$ cat src/rtl/sdma_pkg.sv
package sdma_pkg;
  localparam int LEN_W = 12;
  localparam int FIELD_LSB = 12;
  localparam int CNT_LSB = 16;
  localparam int CNT_W = 16;
  localparam int STS_DONE_BIT = 0;
  localparam int STS_DMA_BIT = 3;
  localparam logic [5:0] SEL_SYSADDR = 6'd0;
  localparam logic [5:0] SEL_BLOCK = 6'd1;
  localparam logic [5:0] SEL_STATUS = 6'd12;

  typedef enum logic [1:0] {
    ST_IDLE  = 2'd0,
    ST_RUN   = 2'd1,
    ST_PAUSE = 2'd2
  } dmaState_t;

  typedef struct packed {
    logic load;
    logic beat;
    logic setDone;
    logic setIrq;
    logic addrWrOk;
    logic cfgWrOk;
  } dmaCtrl_t;
endpackage

$ cat src/rtl/sdma_datapath.sv
module sdma_datapath
  import sdma_pkg::*;
#(
  parameter int BND_BASE_LOG2 = 12
) (
  input  logic        clk,
  input  logic        rstN,
  input  logic        swReset,
  input  dmaCtrl_t    ctrl,
  input  logic        regWrEn,
  input  logic [5:0]  regWordSel,
  input  logic [3:0]  regByteEn,
  input  logic [31:0] regWrData,
  output logic [31:0] regRdData,
  output logic [31:0] sysAddr,
  output logic        cfgReady,
  output logic        lastBeat,
  output logic        crossNow,
  output logic        sysAddrWrHit,
  output logic        doneSts,
  output logic        irqSts
);
  localparam int WORDS_W = LEN_W - 1;

  logic [31:0] blkReg;
  logic [WORDS_W-1:0] wordsLeft;
  logic [WORDS_W-1:0] wordsPerBlk;
  logic [LEN_W:0] lenPlus;
  logic [LEN_W-1:0] blkLen;
  logic [2:0] bndField;
  logic [CNT_W-1:0] blkCnt;
  logic [31:0] nextAddr;
  logic [4:0] bndShift;
  logic blockEnd;
  logic wrSys, wrBlk, wrSts;
  logic [31:0] sysMerged, blkMerged;

  function automatic logic [31:0] mergeBytes(input logic [31:0] oldV,
                                             input logic [31:0] newV,
                                             input logic [3:0] be);
    logic [31:0] r;
    for (int i = 0; i < 4; i++) r[8*i +: 8] = be[i] ? newV[8*i +: 8] : oldV[8*i +: 8];
    return r;
  endfunction

  assign wrSys = regWrEn && (regWordSel == SEL_SYSADDR);
  assign wrBlk = regWrEn && (regWordSel == SEL_BLOCK);
  assign wrSts = regWrEn && (regWordSel == SEL_STATUS) && regByteEn[0];
  assign sysAddrWrHit = wrSys && (regByteEn != 4'b0000);
  assign sysMerged = mergeBytes(sysAddr, regWrData, regByteEn);
  assign blkMerged = mergeBytes(blkReg, regWrData, regByteEn);

  assign blkLen = blkReg[LEN_W-1:0];
  assign bndField = blkReg[FIELD_LSB +: 3];
  assign blkCnt = blkReg[CNT_LSB +: CNT_W];
  assign lenPlus = {1'b0, blkLen} + (LEN_W+1)'(3);
  assign wordsPerBlk = lenPlus[LEN_W:2];
  assign cfgReady = (blkLen != '0) && (blkCnt != '0);

  assign nextAddr = sysAddr + 32'd4;
  assign bndShift = 5'(BND_BASE_LOG2) + {2'b00, bndField};
  assign crossNow = ((sysAddr ^ nextAddr) >> bndShift) != 32'd0;
  assign blockEnd = (wordsLeft == WORDS_W'(1));
  assign lastBeat = blockEnd && (blkCnt == CNT_W'(1));

  always_ff @(posedge clk or negedge rstN) begin
    if (!rstN) sysAddr <= '0;
    else if (wrSys && ctrl.addrWrOk) sysAddr <= sysMerged;
    else if (ctrl.beat) sysAddr <= nextAddr;
  end

  always_ff @(posedge clk or negedge rstN) begin
    if (!rstN) blkReg <= '0;
    else if (wrBlk && ctrl.cfgWrOk) blkReg <= blkMerged;
    else if (ctrl.beat && blockEnd) blkReg[CNT_LSB +: CNT_W] <= blkCnt - CNT_W'(1);
  end

  always_ff @(posedge clk or negedge rstN) begin
    if (!rstN) wordsLeft <= '0;
    else if (ctrl.load || (ctrl.beat && blockEnd)) wordsLeft <= wordsPerBlk;
    else if (ctrl.beat) wordsLeft <= wordsLeft - WORDS_W'(1);
  end

  always_ff @(posedge clk or negedge rstN) begin
    if (!rstN) begin
      doneSts <= 1'b0;
      irqSts <= 1'b0;
    end else if (swReset) begin
      doneSts <= 1'b0;
      irqSts <= 1'b0;
    end else begin
      if (ctrl.setDone) doneSts <= 1'b1;
      else if (wrSts && regWrData[STS_DONE_BIT]) doneSts <= 1'b0;
      if (ctrl.setIrq) irqSts <= 1'b1;
      else if (wrSts && regWrData[STS_DMA_BIT]) irqSts <= 1'b0;
    end
  end

  always_comb begin
    regRdData = '0;
    case (regWordSel)
      SEL_SYSADDR: regRdData = sysAddr;
      SEL_BLOCK:   regRdData = blkReg;
      SEL_STATUS: begin
        regRdData[STS_DONE_BIT] = doneSts;
        regRdData[STS_DMA_BIT] = irqSts;
      end
      default: regRdData = '0;
    endcase
  end
endmodule

$ cat src/rtl/sdma_control.sv
module sdma_control
  import sdma_pkg::*;
(
  input  logic     clk,
  input  logic     rstN,
  input  logic     swReset,
  input  logic     startXfer,
  input  logic     memAck,
  input  logic     cfgReady,
  input  logic     lastBeat,
  input  logic     crossNow,
  input  logic     sysAddrWrHit,
  output dmaCtrl_t ctrl,
  output logic     memReq,
  output logic     busy,
  output logic     paused
);
  dmaState_t state, stateNext;

  always_ff @(posedge clk or negedge rstN) begin
    if (!rstN) state <= ST_IDLE;
    else state <= stateNext;
  end

  always_comb begin
    stateNext = state;
    ctrl = '0;
    ctrl.addrWrOk = (state != ST_RUN);
    ctrl.cfgWrOk = (state == ST_IDLE);
    memReq = 1'b0;
    case (state)
      ST_IDLE: begin
        if (startXfer && cfgReady) begin
          ctrl.load = 1'b1;
          stateNext = ST_RUN;
        end
      end
      ST_RUN: begin
        memReq = 1'b1;
        if (memAck) begin
          ctrl.beat = 1'b1;
          if (lastBeat) begin
            ctrl.setDone = 1'b1;
            stateNext = ST_IDLE;
          end else if (crossNow) begin
            ctrl.setIrq = 1'b1;
            stateNext = ST_PAUSE;
          end
        end
      end
      ST_PAUSE: begin
        if (sysAddrWrHit) stateNext = ST_RUN;
      end
      default: stateNext = ST_IDLE;
    endcase
    if (swReset) begin
      ctrl.load = 1'b0;
      ctrl.beat = 1'b0;
      ctrl.setDone = 1'b0;
      ctrl.setIrq = 1'b0;
      stateNext = ST_IDLE;
    end
  end

  assign busy = (state != ST_IDLE);
  assign paused = (state == ST_PAUSE);
endmodule

$ cat src/rtl/sdma_engine.sv
module sdma_engine
  import sdma_pkg::*;
#(
  parameter int BND_BASE_LOG2 = 12
) (
  input  logic        clk,
  input  logic        rstN,
  input  logic        swReset,
  input  logic        startXfer,
  input  logic        regWrEn,
  input  logic [5:0]  regWordSel,
  input  logic [3:0]  regByteEn,
  input  logic [31:0] regWrData,
  output logic [31:0] regRdData,
  output logic        memReq,
  output logic [31:0] memAddr,
  input  logic        memAck,
  output logic        busy,
  output logic        paused,
  output logic        xferDone,
  output logic        dmaIrq
);
  dmaCtrl_t ctrlBus;
  logic [31:0] sysAddrQ;
  logic cfgReady, lastBeat, crossNow, sysAddrWrHit;

  sdma_control u_ctrl (
    .clk(clk), .rstN(rstN), .swReset(swReset), .startXfer(startXfer),
    .memAck(memAck), .cfgReady(cfgReady), .lastBeat(lastBeat),
    .crossNow(crossNow), .sysAddrWrHit(sysAddrWrHit), .ctrl(ctrlBus),
    .memReq(memReq), .busy(busy), .paused(paused)
  );

  sdma_datapath #(.BND_BASE_LOG2(BND_BASE_LOG2)) u_dp (
    .clk(clk), .rstN(rstN), .swReset(swReset), .ctrl(ctrlBus),
    .regWrEn(regWrEn), .regWordSel(regWordSel), .regByteEn(regByteEn),
    .regWrData(regWrData), .regRdData(regRdData), .sysAddr(sysAddrQ),
    .cfgReady(cfgReady), .lastBeat(lastBeat), .crossNow(crossNow),
    .sysAddrWrHit(sysAddrWrHit), .doneSts(xferDone), .irqSts(dmaIrq)
  );

  assign memAddr = sysAddrQ;
endmodule

$ cat config.mk
export PLATFORM = sky130hd
export DESIGN_NAME = sdma_engine
export DESIGN_NICKNAME = d
export VERILOG_FILES = /design/src/rtl/sdma_pkg.sv /design/src/rtl/sdma_datapath.sv /design/src/rtl/sdma_control.sv /design/src/rtl/sdma_engine.sv
export SDC_FILE = /design/constraint.sdc
export NUM_CORES = 1
export LEC_CHECK = 0
export BUFFER_PORTS_ARGS = -buffer_cell sky130_fd_sc_hd__buf_2
export CAP_MARGIN = 20
export CORE_MARGIN = 3
export CORE_UTILIZATION = 37
export DETAILED_ROUTE_END_ITERATION = 8
export PLACE_DENSITY = 0.58
export SLEW_MARGIN = 20
export SYNTH_ARGS = -nofsm -noshare
export SYNTH_HDL_FRONTEND = slang
export SYNTH_SLANG_ARGS = --single-unit
$ cat constraint.sdc
create_clock -name clk -period 2.5 [get_ports clk]
set_input_delay 0.25 -clock clk [delete_from_list [all_inputs] [get_ports clk]]
set_output_delay 0.25 -clock clk [all_outputs]
set_load 0.005 [all_outputs]
==> reports/metrics.cfg <==
[timing]
worst_slew_pin_slew_ns=0.6996
fin_crit_ns=2.372
rsz0062_at_grt=no
layout_setup_ws_ns=0.1283
drv_slew=0
skew_ns=0.007145
fin_crit_sh_pct=94.87
final-hold-violation-count=0
tns_ns=0
hold_ws_ns=0.1618
finalSetupViolations=0
slew_headroom_pct=53.36
max_freq_mhz=421.6

[yosys]
synth_area_per_cell_sq_um=8.211
ys_ff_latch=79
synthSimpleGateAreaFrac_pct=26.09
synth_edf_count=0
synth_fp_nets=716
netlist-cell-type-count=65
muxShareOfSynthArea_pct=10.20
synth_top_family_by_area=simple AND/OR/NAND/NOR gates
synthArstFlopShare_pct=100.0
synthAdderAreaFrac_pct=1.149
synth_compound_area_share_pct=20.82
synth_cells=663
synthXorXnorAreaFrac_pct=1.609
synthesis.area_sq_mm=0.005444
ys.flop_type=dfrtp_1
yosys_warnings=0
synth_seq_area_share_pct=36.31

[placement]
dp_hpwl_mm=14.43
placed_area_sq_mm=0.006513
port_buffers=116
placedCellCount=972
detailedPlace.worstSlack_ns=0.03849
gp_congestion=0.8852

[detailed_routing]
wl_mm=18.99
detail_route.vias_per_cell=5.844
vias=5797
first_iter_violations=469
dr.pass1.iters=5
drcViolationCount=0
drt-wirelength-per-cell_um=19.15
ant_nets=0

[floorplanning]
die_area_sq_mm=0.01621
die_y_um=127.3
rows=43
pin_count=117
start_util_pct=38.47
die_w_um=127.3
core_area_sq_mm=0.01415

[setup_path]
cp.arrival_ns=2.60
crit_path_start_kind=flop
rrSetupSlack_ns=0.13
worstPathRequired_ns=2.73
endpoint_kind=flop
crit_path_max_fanout=7
path_class=reg -> reg

[pwr]
power.density_mw_per_mm2=712.2
p_leak_nw=3.209
power_mw=4.879
ir_drop_v=0.0002971

[layout]
syn_to_final_growth_pct=25.83
final_nets=863
fillers=1422
num_antenna_cells=0
final_util_pct=48.41
drive_gt1_share_pct=27.96
postLayoutCellArea_sq_mm=0.006850
regArea_sq_mm=0.001977
fin_cells=992
multiInputGateArea_sq_mm=0.003301

[cts]
cts.path.max_buffers=2
insertion_delay_ns=0.34
cts_tree=yes
h-tree-depth=3
cts_made_buffers=9
clock_sinks=79
path_clk_slew_ns=0.06
clockRootBuffer=clkbuf_16

[grt]
grt_max_degree=65
grt_first_pass_wirelength_mm=30.08
grt_pass1_vias=5471
grt_overflow=0
grt_antenna_before_repair=0
grt_use_total_pct=23.36

[run_status]
status=completed

[worst_hold_path]
hold_path_class=in -> reg

[job]
drv_cap=0

==> per-layer routing <==
layer | part of all wire, % | global-route usage, % | vias to the layer above
li1 | - | - | 2746
met1 | 46 | 33.58 | 2821
met2 | 47 | 36.27 | 214
met3 | 6.2 | 4.097 | 16
met4 | 1.1 | 6.435 | 0
met5 | 0 | 0 | -
==> path summary, 6_finish.rpt <==
check,startpoint,end,depth (start not counted)
worst max-delay path,u_dp.blkReg[30],u_dp.wordsLeft[9],6
worst min-delay path,regWrData[9],u_dp.blkReg[9],2
worst max register to register,u_dp.blkReg[30],u_dp.wordsLeft[9],6
worst min register to register,u_dp.blkReg[15],u_dp.blkReg[15],1
max in group asynchronous,rstN,u_dp.sysAddr[28],3
min in group asynchronous,rstN,u_dp.sysAddr[1],2
==> synth_stat cells (all sizes together) (15+ instances only) <==
cell type   n  area [sq um]
o21ai      35         175.2
clkbuf     27         103.9
mux2       20         225.2
nor4       15         121.4
nor2       95         356.6
nand3      40         200.2
nand2      65         244.0
dfrtp      79          1977
nand4      17         112.6
mux2i      33         330.3
a21oi      59         295.3
==> layout make-up <==
class | count | share of cell area [%]
clock buffers | 11 | 3.543
clock inverters | 2 | 0.1461
inverters | 13 | 0.7123
multi-input cells | 533 | 48.18
flip-flops and latches | 79 | 28.86
well taps | 180 | 3.288
repair buffers | 174 | 15.27
==> critical path: stages, from the launching register on <==
cell and delay (ns):
dfrtp_1 0.42, nor4_1 0.40, nand4_1 0.26, o31ai_4 0.43, and2_1 0.22, mux2_2 0.34
a32o_1 0.19
==> kinds of logic after synthesis <==
logic type               count (synthesis)
buffers and inverters                   51
AO/OA/AOI/OAI                          177
AND/OR/NAND/NOR                        288
flip-flops                              79
multiplexers                            53
adder cells (fa/ha/maj)                  5
XOR/XNOR                                10
==> power breakdown <==
group / switching (mW) / leakage [nW] / internal, mW / total, mW
Sequential: 0.334 / 1.06 / 1.52 / 1.85
Combinational: 1.00 / 2.02 / 0.826 / 1.83
Clock: 0.520 / 0.127 / 0.680 / 1.20
Total: 1.85 / 3.21 / 3.02 / 4.88
==> layout by cell type (no fill, tap or decap), types with 3 or more instances in the layout <==
cell type,n
a31oi_1,13
mux2_2,20
nand4_1,16
nand2b_1,4
nor2_1,95
o211ai_1,5
nand2_1,64
o22a_1,14
and4_1,4
a22oi_1,4
a21oi_1,58
xor2_1,5
inv_1,13
a211oi_1,7
a32o_1,5
nand3_1,39
a21o_1,3
o21ai_0,35
nor4_1,12
and3_1,6
ha_1,5
mux2i_1,33
or3_4,3
o22ai_1,8
and2_1,7
nor3_1,13
clkbuf_16,9
buf_2,115
xnor2_1,5
a311oi_1,3
dfrtp_1,79
or4_1,4
buf_4,56
==> registers in the layout, indices dropped and copies added (netlist names) <==
register        cells
u_dp.blkReg        32
u_dp.sysAddr       32
u_dp.wordsLeft     11
u_ctrl.state        2
u_dp.doneSts        1
u_dp.irqSts         1
==> what timing repair did <==
item | 4_1_cts | 5_1_grt
buffers inserted | 0 | 6
endpoints found under the hold margin | 41 | 0
hold buffers | 1 | 0
setup endpoints to repair | 0 | 17
resized for setup | 0 | 4
No activity file was read; power rests on OpenSTA's default activity.
